## config.mk

```make
export PLATFORM = sky130hd
export DESIGN_NAME = ata_taskfile
export DESIGN_NICKNAME = d
export VERILOG_FILES = /design/src/rtl/ata_tf_pkg.sv /design/src/rtl/ata_cmd_decode.sv /design/src/rtl/ata_srst_timer.sv /design/src/rtl/ata_taskfile.sv
export SDC_FILE = /design/constraint.sdc
export NUM_CORES = 1
export LEC_CHECK = 0
export BUFFER_PORTS_ARGS = -buffer_cell sky130_fd_sc_hd__buf_2
export CORE_MARGIN = 5
export CORE_UTILIZATION = 46
export DETAILED_ROUTE_END_ITERATION = 6
export GPL_TIMING_DRIVEN = 1
export HOLD_SLACK_MARGIN = 0.03
export PLACE_DENSITY = 0.61
export SKIP_CTS_REPAIR_TIMING = 1
export SLEW_MARGIN = 5
export SYNTH_ARGS = -nofsm -noshare
export SYNTH_HDL_FRONTEND = slang
export SYNTH_HIERARCHICAL = 1
export SYNTH_SLANG_ARGS = --single-unit
```

## constraint.sdc

```tcl
create_clock -name clk -period 1.94 [get_ports clk]
set_input_delay 0.388 -clock clk [delete_from_list [all_inputs] [get_ports clk]]
set_output_delay 0.388 -clock clk [all_outputs]
set_load 0.02 [all_outputs]
```

## src/rtl/ata_tf_pkg.sv

```systemverilog
package ata_tf_pkg;
  localparam logic [7:0] ST_BSY  = 8'h80;
  localparam logic [7:0] ST_DRDY = 8'h40;
  localparam logic [7:0] ST_DSC  = 8'h10;
  localparam logic [7:0] ST_DRQ  = 8'h08;
  localparam logic [7:0] ST_ERR  = 8'h01;
  localparam logic [7:0] ER_ABRT = 8'h04;
  localparam int         CT_SRST_BIT = 2;
  localparam int         DH_DEV_BIT  = 4;
  localparam logic [2:0] A_FEAT = 3'd1;
  localparam logic [2:0] A_DEVH = 3'd6;
  localparam logic [2:0] A_CMD  = 3'd7;
  localparam logic [7:0] OP_DIAG = 8'h90;
  localparam logic [7:0] ST_READY = ST_DRDY | ST_DSC;
  localparam logic [7:0] ST_ABORT = ST_DRDY | ST_DSC | ST_ERR;

  typedef enum logic {TF_IDLE, TF_RESET} tf_state_e;

  function automatic logic dev_match(input logic [7:0] devh, input logic id);
    return devh[DH_DEV_BIT] == id;
  endfunction

  // power-on / software-reset signature per address
  function automatic logic [7:0] sig_value(input logic [2:0] a);
    case (a)
      3'd1, 3'd2, 3'd3: return 8'h01;
      default:          return 8'h00;
    endcase
  endfunction
endpackage

```

## src/rtl/ata_cmd_decode.sv

```systemverilog
module ata_cmd_decode #(
  parameter int NUM_OPS = 3,
  parameter logic [NUM_OPS*8-1:0] OP_LIST = 24'h90_EC_E7
) (
  input  logic [7:0] opcode,
  output logic       known
);
  logic [NUM_OPS-1:0] hit;
  for (genvar i = 0; i < NUM_OPS; i++) begin : g_op
    assign hit[i] = (opcode == OP_LIST[i*8 +: 8]);
  end
  assign known = |hit;
endmodule

```

## src/rtl/ata_srst_timer.sv

```systemverilog
module ata_srst_timer #(
  parameter int CYCLES = 8
) (
  input  logic clk,
  input  logic rst_n,
  input  logic start,
  output logic done
);
  localparam int CW = $clog2(CYCLES + 1);
  logic [CW-1:0] cnt_q;

  always_ff @(posedge clk or negedge rst_n) begin
    if (!rst_n)               cnt_q <= '0;
    else if (start)           cnt_q <= CW'(CYCLES);
    else if (cnt_q != '0)     cnt_q <= cnt_q - 1'b1;
  end

  assign done = (cnt_q == CW'(1)) && !start;
endmodule

```

## src/rtl/ata_taskfile.sv

```systemverilog
module ata_taskfile
  import ata_tf_pkg::*;
#(
  parameter logic DEV_ID     = 1'b0,
  parameter int   RST_CYCLES = 8,
  parameter int   NUM_OPS    = 3,
  parameter logic [NUM_OPS*8-1:0] OP_LIST = 24'h90_EC_E7
) (
  input  logic       clk,
  input  logic       rst_n,
  input  logic       media_present,
  input  logic       ctl_sel,
  input  logic [2:0] reg_addr,
  input  logic       rd_en,
  input  logic       wr_en,
  input  logic [7:0] wr_data,
  output logic [7:0] rd_data,
  output logic [7:0] feature,
  output logic       intrq
);
  logic [7:0] tf_q [0:7];   // index 1 is the error register, 7 unused
  logic [7:0] status_q, ctrl_q, feat_q;
  logic       intrq_q;
  tf_state_e  state_q;

  // named internal events
  logic       selected, stat_rd_clr, wr_feat, wr_plain, srst_fire;
  logic       cmd_wr, cmd_accept, cmd_known, tmr_done, rst_done, in_reset;
  logic [7:0] ctrl_next, err_q;

  assign selected    = dev_match(tf_q[A_DEVH], DEV_ID);
  assign err_q       = tf_q[A_FEAT];
  assign in_reset    = (state_q == TF_RESET);
  assign stat_rd_clr = media_present && selected && rd_en && !ctl_sel && reg_addr == A_CMD;
  assign wr_feat     = media_present && wr_en && !ctl_sel && reg_addr == A_FEAT;
  assign wr_plain    = media_present && wr_en &&
                       (ctl_sel || (reg_addr != A_CMD && reg_addr != A_FEAT));
  assign ctrl_next   = ctl_sel ? wr_data : ctrl_q;
  assign srst_fire   = wr_plain && ctrl_next[CT_SRST_BIT];
  assign cmd_wr      = media_present && wr_en && !ctl_sel && reg_addr == A_CMD;
  assign cmd_accept  = cmd_wr && (selected || wr_data == OP_DIAG) && status_q[6];
  assign rst_done    = tmr_done && in_reset;

  ata_cmd_decode #(.NUM_OPS(NUM_OPS), .OP_LIST(OP_LIST)) u_dec (
    .opcode (wr_data),
    .known  (cmd_known)
  );

  ata_srst_timer #(.CYCLES(RST_CYCLES)) u_tmr (
    .clk   (clk),
    .rst_n (rst_n),
    .start (srst_fire),
    .done  (tmr_done)
  );

  always_comb begin
    if (!media_present || !selected)
      rd_data = 8'hFF;
    else if (ctl_sel || reg_addr == A_CMD || status_q[7])
      rd_data = status_q;
    else
      rd_data = tf_q[reg_addr];
  end

  always_ff @(posedge clk or negedge rst_n) begin
    if (!rst_n) begin
      for (int i = 0; i < 8; i++) tf_q[i] <= sig_value(3'(i));
      status_q <= ST_READY;
      ctrl_q   <= 8'h00;
      feat_q   <= 8'h00;
      intrq_q  <= 1'b0;
      state_q  <= TF_IDLE;
    end else begin
      if (stat_rd_clr) intrq_q <= 1'b0;
      if (wr_feat)     feat_q  <= wr_data;
      if (wr_plain) begin
        if (ctl_sel) ctrl_q <= wr_data;
        else         tf_q[reg_addr] <= wr_data;
      end
      if (srst_fire) begin
        for (int i = 0; i < 8; i++) tf_q[i] <= sig_value(3'(i));
        status_q <= ST_BSY;
        intrq_q  <= 1'b0;
        state_q  <= TF_RESET;
      end else if (rst_done) begin
        status_q <= ST_READY;
        state_q  <= TF_IDLE;
      end
      if (cmd_accept) begin
        state_q <= TF_IDLE;
        intrq_q <= 1'b1;
        if (cmd_known) begin
          status_q      <= ST_READY;
          tf_q[A_FEAT]  <= 8'h00;
        end else begin
          status_q      <= ST_ABORT;
          tf_q[A_FEAT]  <= ER_ABRT;
        end
      end
    end
  end

  assign feature = feat_q;
  assign intrq   = intrq_q;
endmodule

```

# == Word-level counts from Yosys, hierarchy flattened ==
# Index checks and enable logic that the tools add are counted.
# word_totals
output_inout_bits,17
rom_bits,0
latchBits,0
ram_bits,0
reg_bits,89
memories,0
wordCells,90
# classes
n_addsub,1
shift,0
n_lt_le_gt_ge,2
mux,26
bitwise,2
n_reduce_logical,34
eq_ne,10
div_mod_pow,0
mul,0
# ops
op,count
64-bit two-way mux,3
8-bit two-way mux,9
64-bit bitwise mux,1
8-bit binary-select mux with 3-bit select,1
8-bit demux with 3-bit select,1
8-bit equality test (second input constant),3
1-bit logical AND,16
3-bit nonzero test,3
4-bit two-way mux,2
1-bit two-way mux,7
3-bit two-way mux,2
3-bit by 1-bit inequality test with 1-bit output (second input constant),2
2-bit AND reduction,3
1-bit logical OR,5
4-bit by 1-bit equality test with 1-bit output (second input constant),1
4-bit greater-or-equal comparator (second input constant),1
4-bit by 1-bit < comparator with 1-bit output (second input constant),1
3-bit inverter with 4-bit output,1
2-bit nonzero test,2
4-bit nonzero test,1
4-bit by 1-bit subtractor with 4-bit output (second input constant),1
3-bit by 1-bit equality test with 1-bit output (second input constant),1
3-bit equality test (second input constant),1
1-bit zero test,3
4 further kinds,4

# == Depth between registers and ports, before layout ==
# Gate-level depths: netlist (run 1).
# depth
ltp_word,11
ltp_mapped,7

# == Cells and area by module ==
# The synthesis (run 1) kept the hierarchy.
# by_module_without_submodules
module,area_each_um2,cells_per_inst,n_inst
ata_taskfile,3606.0,342,1
ata_srst_timer,239.0,22,1
ata_cmd_decode,66.3,9,1

# == Least setup slack after synthesis (run 1) ==
# No wires, ideal clock.
# synth_path
path_kind,in2out
from,input reg_addr[2]
to,output rd_data[0]
arrival_time_ns,1.680
path_stages,7
path_slack_ns,-0.128
cell_sequence,buf_4 > buf_2 > buf_2 > nand4b_1 > o211ai_1 > a211oi_1 > o21ai_0
# synth_between
elab_chain_len,6
# synth_rtl
item,line,rtl
"start, declared",ata_taskfile.sv:13,"input logic [2:0] reg_addr,"
3-bit inverter with 4-bit output (implied by the code),ata_taskfile.sv:62,rd_data = tf_q[reg_addr];
8-bit binary-select mux with 3-bit select,ata_taskfile.sv:62,
8-bit two-way mux (implied by the code) (2 in series),ata_taskfile.sv:62,
8-bit two-way mux (*),ata_taskfile.sv:59,else if (ctl_sel || reg_addr == A_CMD || status_q[7])
8-bit two-way mux (*),ata_taskfile.sv:57,if (!media_present || !selected)
"end, declared",ata_taskfile.sv:17,"output logic [7:0] rd_data,"
# Every way passes the cells marked *; elsewhere a longest branch is shown, timed or not. The select of a mux whose other input is x is not followed.

# == Worst setup path in the final report (run 1) ==
# layout_path
from,register tf_q[44] (netlist bit)
to,output rd_data[4]
# layout_between
elab_chain_len,5
# layout_rtl
item,line,rtl
"start, declared",ata_taskfile.sv:21,logic [7:0] tf_q [0:7];
"start signal, assigned by index",ata_taskfile.sv:78,else tf_q[reg_addr] <= wr_data;
8-bit binary-select mux with 3-bit select,ata_taskfile.sv:62,
8-bit two-way mux (implied by the code) (2 in series),ata_taskfile.sv:62,
8-bit two-way mux,ata_taskfile.sv:59,
8-bit two-way mux,ata_taskfile.sv:57,
# Every way passes these cells. The select of a mux whose other input is x is not followed.

==> results of run 1 <==
per-stage QoR:
stage | total power (uW) | instance area [um^2] | utilization | setup TNS (ps)
floorplan | 2596 | 3948 | - | -11.84
global placement | 2997 | 4538 | 0.5495 | -1586
detailed placement | 3036 | 4538 | 0.5495 | -3314
CTS | 4365 | 4752 | 0.5755 | -1601
global route | 4662 | 5005 | 0.6061 | -1528
finish | 4465 | 5005 | 0.6061 | -1134
final cells by class:
cell class	instances	area share
Clock buffer	9	0.02475
Clock inverter	6	0.01800
Inverter	37	0.02775
Multi-Input combinational cell	238	0.3775
Sequential cell	75	0.3760
Tap cell	105	0.02625
Timing Repair Buffer	95	0.1498
worst paths after layout:
kind                            slack, ps                  startpoint                    endpoint
worst max-delay path                 -310        tf_q[44]$_DFFE_PN0P_                  rd_data[4]
worst min register to register        480        err_q[3]$_DFFE_PN0P_        err_q[3]$_DFFE_PN0P_
max in group asynchronous             790                       rst_n        tf_q[40]$_DFFE_PN1P_
worst max register to register        370  u_tmr/cnt_q[1]$_DFFE_PN0P_  u_tmr/cnt_q[0]$_DFFE_PN0P_
worst min-delay path                  320                  wr_data[5]        tf_q[61]$_DFFE_PN0P_
min in group asynchronous             500                       rst_n  u_tmr/cnt_q[0]$_DFFE_PN0P_
Yosys cell counts, drive strengths merged, types with 2 or more instances:
cell type  count
o21ai         42
inv           37
and3           2
nand4         33
dfstp          4
a21oi          5
or4            2
nor3           5
o211ai         6
nand2         13
nor2b          4
nand3b         3
buf           18
or2            2
mux4           4
or3            2
ha             2
nand4b         3
dfrtp         71
and2           8
o21a           5
nor4b          3
nand2b         5
nor2          12
nor3b          2
nand3          3
o22ai          3
o31a           2
mux2i          8
o2bb2ai        3
a221oi         2
a22o          16
mux2          15
a211oi         3
clkbuf         5
a211o          4
per-layer routing:
| layer | vias up | global-route usage | wire length, um |
|---|---|---|---|
| li1 | 1532 | - | - |
| met1 | 1640 | 0.3361 | 5188 |
| met2 | 137 | 0.3183 | 4923 |
| met3 | 22 | 0.04232 | 752 |
| met4 | 0 | 0.08779 | 333 |
| met5 | - | 0 | 0 |
worst register-to-register path, cell delays in order, from the launching register on:
cell                      delay [ps]
sky130_fd_sc_hd__dfrtp_1         420
sky130_fd_sc_hd__inv_1           100
sky130_fd_sc_hd__ha_1            230
sky130_fd_sc_hd__or3b_4          420
sky130_fd_sc_hd__mux2_4          300
power by group through the flow:
stage	clock network, uW	registers [uW]	logic [uW]
3_3_place_gp	0	1960	1040
5_1_grt	1410	1970	1280
6_report	1340	1950	1180
3_5_place_dp	0	1960	1070
2_1_floorplan	0	1970	626
4_1_cts	1350	1940	1080
flip-flops by register name (all words and copies together), names as in the netlist:
register	count
ctrl_q	1
err_q	8
feature	8
intrq	1
status_q	3
tf_q	50
u_tmr/cnt_q	4
kinds of logic (layout without fill, tap and decap cells):
family	after synthesis	after routing	synth area share
AND/OR/NAND/NOR	108	108	0.1747
AO/OA/AOI/OAI	100	100	0.1811
flip-flops	75	75	0.4811
buffers and inverters	60	147	0.06686
multiplexers	27	27	0.08765
adder cells (fa/ha/maj)	2	2	0.006397
XOR/XNOR	1	1	0.002240
==> impl_results.html, run 1 <==
<table>
<tr><th>Metric</th><th>Value</th></tr>
<tr><th colspan="2">Min path</th></tr>
<tr><td>Class of the tightest hold or removal check</td><td>in2reg</td></tr>
<tr><td>Cell count of the worst hold path</td><td>2</td></tr>
<tr><th colspan="2">Finish</th></tr>
<tr><td>Final standard cell count with taps included and fillers excluded</td><td>565</td></tr>
<tr><td>Most used cells in the layout excluding fill and tap cells</td><td>71 x sky130_fd_sc_hd__dfrtp_1, 58 x sky130_fd_sc_hd__buf_4, 36 x sky130_fd_sc_hd__inv_1, 32 x sky130_fd_sc_hd__nand4_1, 24 x sky130_fd_sc_hd__o21ai_0</td></tr>
<tr><td>Area of the multi-input gates</td><td>1889 um^2</td></tr>
<tr><td>Number of filler cells placed in the layout</td><td>697</td></tr>
<tr><td>Number of nets in the layout</td><td>475</td></tr>
<tr><td>Area Overhead vs Synth</td><td>27.96%</td></tr>
<tr><td>Most common cell after layout, fill and taps aside</td><td>sky130_fd_sc_hd__dfrtp_1</td></tr>
<tr><td>Number of inserted diodes</td><td>0</td></tr>
<tr><td>Proportion of layout cells with a drive suffix above 1</td><td>0.3630</td></tr>
<tr><td>Combined flip-flop and latch cell area</td><td>1882 um^2</td></tr>
<tr><th colspan="2">Placed design</th></tr>
<tr><td>Routability-driven placement congestion ratio</td><td>0.8423</td></tr>
<tr><td>Post-detailed-placement half-perimeter wirelength</td><td>8151 um</td></tr>
<tr><td>Worst slack at placement</td><td>-191.9 ps</td></tr>
<tr><td>Number of cells after detailed placement</td><td>539</td></tr>
<tr><td>I/O Buffers</td><td>33</td></tr>
<tr><th colspan="2">STA</th></tr>
<tr><td>Period minus WS final</td><td>2249 ps</td></tr>
<tr><td>Hold slack</td><td>317.8 ps</td></tr>
<tr><td>RSZ-0062 raised after global routing</td><td>yes</td></tr>
<tr><td>Post-route worst setup slack</td><td>-308.8 ps</td></tr>
<tr><td>Rel. slew slack</td><td>0.7166</td></tr>
<tr><td>Number of slew-limit violations in the final report</td><td>0</td></tr>
<tr><td>Final setup violation count</td><td>8</td></tr>
<tr><td>Clk_skew</td><td>8.620 ps</td></tr>
<tr><td>Final hold violations</td><td>0</td></tr>
<tr><td>Max frequency</td><td>444.7 MHz</td></tr>
<tr><td>Fin crit share</td><td>1.159</td></tr>
<tr><td>Least-Margin Pin Slew</td><td>425.1 ps</td></tr>
<tr><th colspan="2">Logic synthesis</th></tr>
<tr><td>Register bit count reported by yosys</td><td>75</td></tr>
<tr><td>YS warnings</td><td>6</td></tr>
<tr><td>Post-Synthesis Net Count</td><td>392</td></tr>
<tr><td>Number of distinct library cells after synthesis</td><td>68</td></tr>
<tr><td>Post-synth EDFFs</td><td>0</td></tr>
<tr><td>Fraction of the yosys area taken by sequential cells</td><td>0.4811</td></tr>
<tr><td>Area contributors post-synth</td><td>sky130_fd_sc_hd__dfrtp_1 45%, sky130_fd_sc_hd__nand4_1 5.1%, sky130_fd_sc_hd__a22o_1 3.6%, sky130_fd_sc_hd__inv_1 3.5%, sky130_fd_sc_hd__o21ai_0 3.5%</td></tr>
<tr><td>Most area-hungry cell type in the Yosys netlist</td><td>sky130_fd_sc_hd__dfrtp_1</td></tr>
<tr><td>Avg Cell Area, Syn</td><td>10.49 um^2</td></tr>
<tr><td>Number of cells produced by synthesis</td><td>373</td></tr>
<tr><td>Area share of the largest cell type after synthesis</td><td>0.4543</td></tr>
<tr><td>Top flip-flop cell by instance count after synthesis</td><td>sky130_fd_sc_hd__dfrtp_1</td></tr>
<tr><td>Share of flip-flops with an asynchronous set or reset</td><td>1.000</td></tr>
<tr><td>Post-synthesis instance area</td><td>3911 um^2</td></tr>
<tr><th colspan="2">CTS</th></tr>
<tr><td>Maximum count of clock buffers along a single path</td><td>2</td></tr>
<tr><td>Cell at the root of the clock tree</td><td>sky130_fd_sc_hd__clkbuf_8</td></tr>
<tr><td>Later-pin clock latency in the skew report</td><td>350 ps</td></tr>
<tr><td>Number of levels in the clock H-tree</td><td>3</td></tr>
<tr><td>TritonCTS Sinks</td><td>75</td></tr>
<tr><td>Cts bufs inserted</td><td>9</td></tr>
<tr><td>TritonCTS clock tree</td><td>yes</td></tr>
<tr><td>CTS clock-pin slew for the worst setup and hold paths</td><td>80 ps</td></tr>
<tr><th colspan="2">Route</th></tr>
<tr><td>Routed wire length</td><td>11200 um</td></tr>
<tr><td>Post-route DRC violation count</td><td>0</td></tr>
<tr><td>Total via count after detailed routing</td><td>3331</td></tr>
<tr><td>Routed len/inst</td><td>19.82 um</td></tr>
<tr><td>DRC marker count from the first detailed-route iteration</td><td>207</td></tr>
<tr><td>Routed via count divided by cell count</td><td>5.896</td></tr>
<tr><td>Router iterations before antenna repair</td><td>5</td></tr>
<tr><td>Post-detailed-route count of antenna-violating nets</td><td>0</td></tr>
<tr><th colspan="2">Die</th></tr>
<tr><td>Effective utilization at floorplan</td><td>0.4736</td></tr>
<tr><td>Y dimension of the die</td><td>102.2 um</td></tr>
<tr><td>Core footprint</td><td>8258 um^2</td></tr>
<tr><td>Overall die area</td><td>10450 um^2</td></tr>
<tr><td>Boundary pin count</td><td>34</td></tr>
<tr><td>Number of placement rows</td><td>33</td></tr>
<tr><td>Die width</td><td>102.2 um</td></tr>
<tr><th colspan="2">Global routing</th></tr>
<tr><td>Antenna violations before repair</td><td>0</td></tr>
<tr><td>Overflow left after global routing</td><td>0</td></tr>
<tr><td>Largest net degree at the start of global routing</td><td>45</td></tr>
<tr><td>Total Routing Usage GR</td><td>0.2238</td></tr>
<tr><td>Global-route wire length before repair</td><td>17680 um</td></tr>
<tr><td>Vias in the first global route</td><td>3265</td></tr>
<tr><th colspan="2">Critical path</th></tr>
<tr><td>Critical Path Start Type</td><td>register</td></tr>
<tr><td>Sum of buffers and inverters on the critical path</td><td>1</td></tr>
<tr><td>CP top delay family</td><td>compound AO/OA/AOI/OAI gates</td></tr>
<tr><td>CP Cell Sequence</td><td>mux2_2, a221o_1, a221oi_2, o21ai_1, buf_4</td></tr>
<tr><td>Required time of the worst setup path</td><td>1550 ps</td></tr>
<tr><td>Worst path slowest cell</td><td>sky130_fd_sc_hd__dfrtp_1</td></tr>
<tr><td>Data arrival, critical path</td><td>1860 ps</td></tr>
<tr><td>Nature of the critical path endpoint</td><td>output pin</td></tr>
<tr><td>Worst Setup Path Type</td><td>reg2out</td></tr>
<tr><td>Biggest cell delay along the critical path</td><td>390 ps</td></tr>
<tr><td>Register-to-Register Path Depth</td><td>4</td></tr>
<tr><td>Largest fanout of any net on the critical path</td><td>2</td></tr>
<tr><td>Critical Path Stages</td><td>5</td></tr>
<tr><th colspan="2">Run status</th></tr>
<tr><td>Status</td><td>complete, but fails checks</td></tr>
<tr><td>Violated checks</td><td>negative setup slack</td></tr>
<tr><th colspan="2">Pwr</th></tr>
<tr><td>Combinational Power Share</td><td>0.264</td></tr>
<tr><td>Sequential group share of total power</td><td>0.436</td></tr>
<tr><td>Switching Fraction</td><td>0.3163</td></tr>
<tr><td>Net switching power</td><td>1412 uW</td></tr>
<tr><td>Reported leakage power</td><td>0.002265 uW</td></tr>
<tr><td>Internal power of the cells</td><td>3053 uW</td></tr>
<tr><td>Power density of the placed cells</td><td>892.2 nW/um^2</td></tr>
<tr><td>Clock network fraction of total power</td><td>0.300</td></tr>
<tr><td>Peak VDD IR</td><td>0.4220 mV</td></tr>
<tr><th colspan="2">Run</th></tr>
<tr><td>Reported max-cap violation count</td><td>0</td></tr>
</table>
No activity file was read; power rests on OpenSTA's default activity.
==> inputs of run 2 (changes only) <==
clock period = 2.4 ns   (was 1.94 ns; I/O delays follow)
==> impl_results.html, run 2 (same netlist as run 1, synthesis figures left out) <==
<table>
<tr><th>Metric</th><th>Value</th></tr>
<tr><th colspan="2">STA</th></tr>
<tr><td>Least-Margin Pin Slew</td><td>539.8 ps (+114.7 ps)</td></tr>
<tr><td>Post-route worst setup slack</td><td>-11.89 ps (+296.9 ps)</td></tr>
<tr><td>Rel. slew slack</td><td>0.6394 (-0.07718)</td></tr>
<tr><td>Fin crit share</td><td>1.005</td></tr>
<tr><td>Number of slew-limit violations in the final report</td><td>0 (unchanged)</td></tr>
<tr><td>Period minus WS final</td><td>2412 ps</td></tr>
<tr><td>Max frequency</td><td>414.6 MHz</td></tr>
<tr><td>Final setup violation count</td><td>1 (-7)</td></tr>
<tr><td>RSZ-0062 raised after global routing</td><td>yes</td></tr>
<tr><td>Clk_skew</td><td>9.295 ps (+0.6756 ps)</td></tr>
<tr><td>Setup tns final</td><td>-11.89 ps (+1123 ps)</td></tr>
<tr><td>Final hold violations</td><td>0 (unchanged)</td></tr>
<tr><th colspan="2">Pwr</th></tr>
<tr><td>Combinational Power Share</td><td>0.232 (-0.032)</td></tr>
<tr><td>Internal power of the cells</td><td>2412 uW (-21%)</td></tr>
<tr><td>Power density of the placed cells</td><td>756.4 nW/um^2 (-15%)</td></tr>
<tr><td>Net switching power</td><td>1056 uW (-25%)</td></tr>
<tr><td>Post-layout total power</td><td>3469 uW (-22%)</td></tr>
<tr><td>Switching Fraction</td><td>0.3045 (-0.01179)</td></tr>
<tr><td>Sequential group share of total power</td><td>0.455 (+0.019)</td></tr>
<tr><td>Reported leakage power</td><td>0.002060 uW (-9.1%)</td></tr>
<tr><td>Peak VDD IR</td><td>0.4516 mV (+7.0%)</td></tr>
<tr><td>Clock network fraction of total power</td><td>0.313 (+0.013)</td></tr>
<tr><th colspan="2">Finish</th></tr>
<tr><td>Biggest register</td><td>tf_q</td></tr>
<tr><td>Number of inserted diodes</td><td>0 (unchanged)</td></tr>
<tr><td>Share of the core filled with cells</td><td>0.5553 (-0.05076)</td></tr>
<tr><td>Max FFs per register</td><td>50 (unchanged)</td></tr>
<tr><td>Most used cells in the layout excluding fill and tap cells</td><td>71 x sky130_fd_sc_hd__dfrtp_1, 36 x sky130_fd_sc_hd__inv_1, 32 x sky130_fd_sc_hd__nand4_1, 30 x sky130_fd_sc_hd__buf_2, 30 x sky130_fd_sc_hd__buf_4</td></tr>
<tr><td>Final standard cell count with taps included and fillers excluded</td><td>534 (-5.5%)</td></tr>
<tr><td>Number of nets in the layout</td><td>443 (-6.7%)</td></tr>
<tr><td>Area Overhead vs Synth</td><td>17.24%</td></tr>
<tr><td>Most common cell after layout, fill and taps aside</td><td>sky130_fd_sc_hd__dfrtp_1</td></tr>
<tr><td>Proportion of layout cells with a drive suffix above 1</td><td>0.2867 (-0.07633)</td></tr>
<tr><th colspan="2">Route</th></tr>
<tr><td>Routed len/inst</td><td>19.87 um (+0.22%)</td></tr>
<tr><td>DRC marker count from the first detailed-route iteration</td><td>257 (+24%)</td></tr>
<tr><td>Router iterations before antenna repair</td><td>5 (unchanged)</td></tr>
<tr><td>Post-route DRC violation count</td><td>0 (unchanged)</td></tr>
<tr><td>Routed via count divided by cell count</td><td>6.024 (+2.2%)</td></tr>
<tr><td>Post-detailed-route count of antenna-violating nets</td><td>0 (unchanged)</td></tr>
<tr><td>Routed wire length</td><td>10610 um (-5.3%)</td></tr>
<tr><td>Total via count after detailed routing</td><td>3217 (-3.4%)</td></tr>
<tr><th colspan="2">Die</th></tr>
<tr><td>Overall die area</td><td>10450 um^2 (unchanged)</td></tr>
<tr><td>Y dimension of the die</td><td>102.2 um (unchanged)</td></tr>
<tr><td>Boundary pin count</td><td>34 (unchanged)</td></tr>
<tr><td>Die width</td><td>102.2 um (unchanged)</td></tr>
<tr><td>Core footprint</td><td>8258 um^2 (unchanged)</td></tr>
<tr><td>Number of placement rows</td><td>33 (unchanged)</td></tr>
<tr><td>Effective utilization at floorplan</td><td>0.4736 (unchanged)</td></tr>
<tr><th colspan="2">CTS</th></tr>
<tr><td>Number of levels in the clock H-tree</td><td>3 (unchanged)</td></tr>
<tr><td>Cell at the root of the clock tree</td><td>sky130_fd_sc_hd__clkbuf_8</td></tr>
<tr><td>Maximum count of clock buffers along a single path</td><td>2 (unchanged)</td></tr>
<tr><td>Later-pin clock latency in the skew report</td><td>350 ps (about the same)</td></tr>
<tr><td>CTS clock-pin slew for the worst setup and hold paths</td><td>80 ps (about the same)</td></tr>
<tr><td>TritonCTS clock tree</td><td>yes</td></tr>
<tr><td>Cts bufs inserted</td><td>9 (unchanged)</td></tr>
<tr><td>TritonCTS Sinks</td><td>75 (unchanged)</td></tr>
<tr><th colspan="2">Run status</th></tr>
<tr><td>Violated checks</td><td>negative setup slack</td></tr>
<tr><td>Status</td><td>complete, but fails checks</td></tr>
<tr><th colspan="2">Placed design</th></tr>
<tr><td>Number of cells after detailed placement</td><td>518 (-3.9%)</td></tr>
<tr><td>I/O Buffers</td><td>33 (unchanged)</td></tr>
<tr><td>Routability-driven placement congestion ratio</td><td>0.9408 (+12%)</td></tr>
<tr><td>Worst slack at placement</td><td>41.59 ps (+233.4 ps)</td></tr>
<tr><td>Post-detailed-placement half-perimeter wirelength</td><td>7492 um (-8.1%)</td></tr>
<tr><th colspan="2">Critical path</th></tr>
<tr><td>CP Cell Sequence</td><td>mux2_4, a221o_1, a221oi_2, o21ai_1, buf_4</td></tr>
<tr><td>Worst-case register-to-register setup slack</td><td>820 ps (+450 ps)</td></tr>
<tr><td>Reg-to-reg endpoint</td><td>status_q[0]$_DFFE_PN0P_</td></tr>
<tr><td>Source of the worst register-to-register timing path</td><td>ctrl_q[2]$_DFFE_PN0P_</td></tr>
<tr><td>Largest fanout of any net on the critical path</td><td>4 (+2)</td></tr>
<tr><td>CP top delay family</td><td>compound AO/OA/AOI/OAI gates</td></tr>
<tr><td>Register-to-Register Path Depth</td><td>7 (+3)</td></tr>
<tr><td>Data arrival, critical path</td><td>1930 ps (+70 ps)</td></tr>
<tr><td>Required time of the worst setup path</td><td>1920 ps (+370 ps)</td></tr>
<tr><td>Worst Setup Path Type</td><td>reg2out</td></tr>
<tr><td>Worst path slowest cell</td><td>sky130_fd_sc_hd__dfrtp_1</td></tr>
<tr><td>Nature of the critical path endpoint</td><td>output pin</td></tr>
<tr><td>Biggest cell delay along the critical path</td><td>430 ps (+40 ps)</td></tr>
<tr><td>Sum of buffers and inverters on the critical path</td><td>1 (unchanged)</td></tr>
<tr><td>Launching element of the worst setup path</td><td>tf_q[12]$_DFFE_PN0P_</td></tr>
<tr><td>Critical Path Start Type</td><td>register</td></tr>
<tr><th colspan="2">Min path</th></tr>
<tr><td>Class of the tightest hold or removal check</td><td>in2async</td></tr>
<tr><th colspan="2">Global routing</th></tr>
<tr><td>Total Routing Usage GR</td><td>0.2208 (-0.002955)</td></tr>
<tr><td>Vias in the first global route</td><td>3205 (-1.8%)</td></tr>
<tr><td>Antenna violations before repair</td><td>0 (unchanged)</td></tr>
<tr><td>Overflow left after global routing</td><td>0 (unchanged)</td></tr>
<tr><td>Global-route wire length before repair</td><td>17460 um (-1.2%)</td></tr>
<tr><td>Largest net degree at the start of global routing</td><td>41 (-8.9%)</td></tr>
<tr><th colspan="2">Run</th></tr>
<tr><td>Reported max-cap violation count</td><td>0 (unchanged)</td></tr>
</table>
==> run 2: cell count changes in the layout (fill, tap and decap cells not counted), sizes merged <==
cell,delta
buf,-29
dlygate4sd3,-1
clkbuf,+1
inv,-1
clkinvlp,-1
==> run 2: area by class of cell <==
class	count	area (um^2)
multi-input combinational	238	1797
timing repair buffer	63	417.9
clock buffer	12	145.1
inverter	37	138.9
sequential	75	1882
tap	105	131.4
fill	736	3672
clock inverter	4	73.82
==> run 2: metrics by stage <==
stage	hold WS [ps]	instance area (um^2)
finish	85.95	4586
global route	113.4	4586
CTS	81.95	4544
detailed placement	469.1	4325
global placement	467.5	4325
floorplan	184.4	3911
==> run 2: routing by layer <==
metal | part of all wire | global-route usage
met5 | 0 | 0
met4 | 0.016 | 0.07366
met3 | 0.073 | 0.05188
met2 | 0.45 | 0.3283
met1 | 0.46 | 0.3189
==> run 2: worst reg2reg max path: stages (launching register included) <==
cell and delay (ps):
sky130_fd_sc_hd__dfrtp_1 400, sky130_fd_sc_hd__mux2i_1 170, sky130_fd_sc_hd__a211o_1 160, sky130_fd_sc_hd__inv_2 40, sky130_fd_sc_hd__nor4b_1 290, sky130_fd_sc_hd__buf_4 170
sky130_fd_sc_hd__a21boi_0 90, sky130_fd_sc_hd__o2bb2ai_1 140
==> run 2: worst max-delay path by stage <==
stage                       endpoint  slack [ps]  depth (start not counted)
after floorplan           rd_data[0]         150                          7
after global placement    rd_data[4]          50                          6
after detailed placement  rd_data[5]          40                          7
after CTS                 rd_data[4]         -30                          5
after global routing      rd_data[4]         -70                          5
final                     rd_data[4]         -10                          5
==> run 2: power groups by stage <==
stage	Clock, uW	Combinational [uW]	Sequential [uW]
floorplan	0	488	1590
global placement	0	767	1590
detailed placement	0	781	1590
CTS	1120	785	1570
global route	1170	894	1600
finish	1080	806	1580
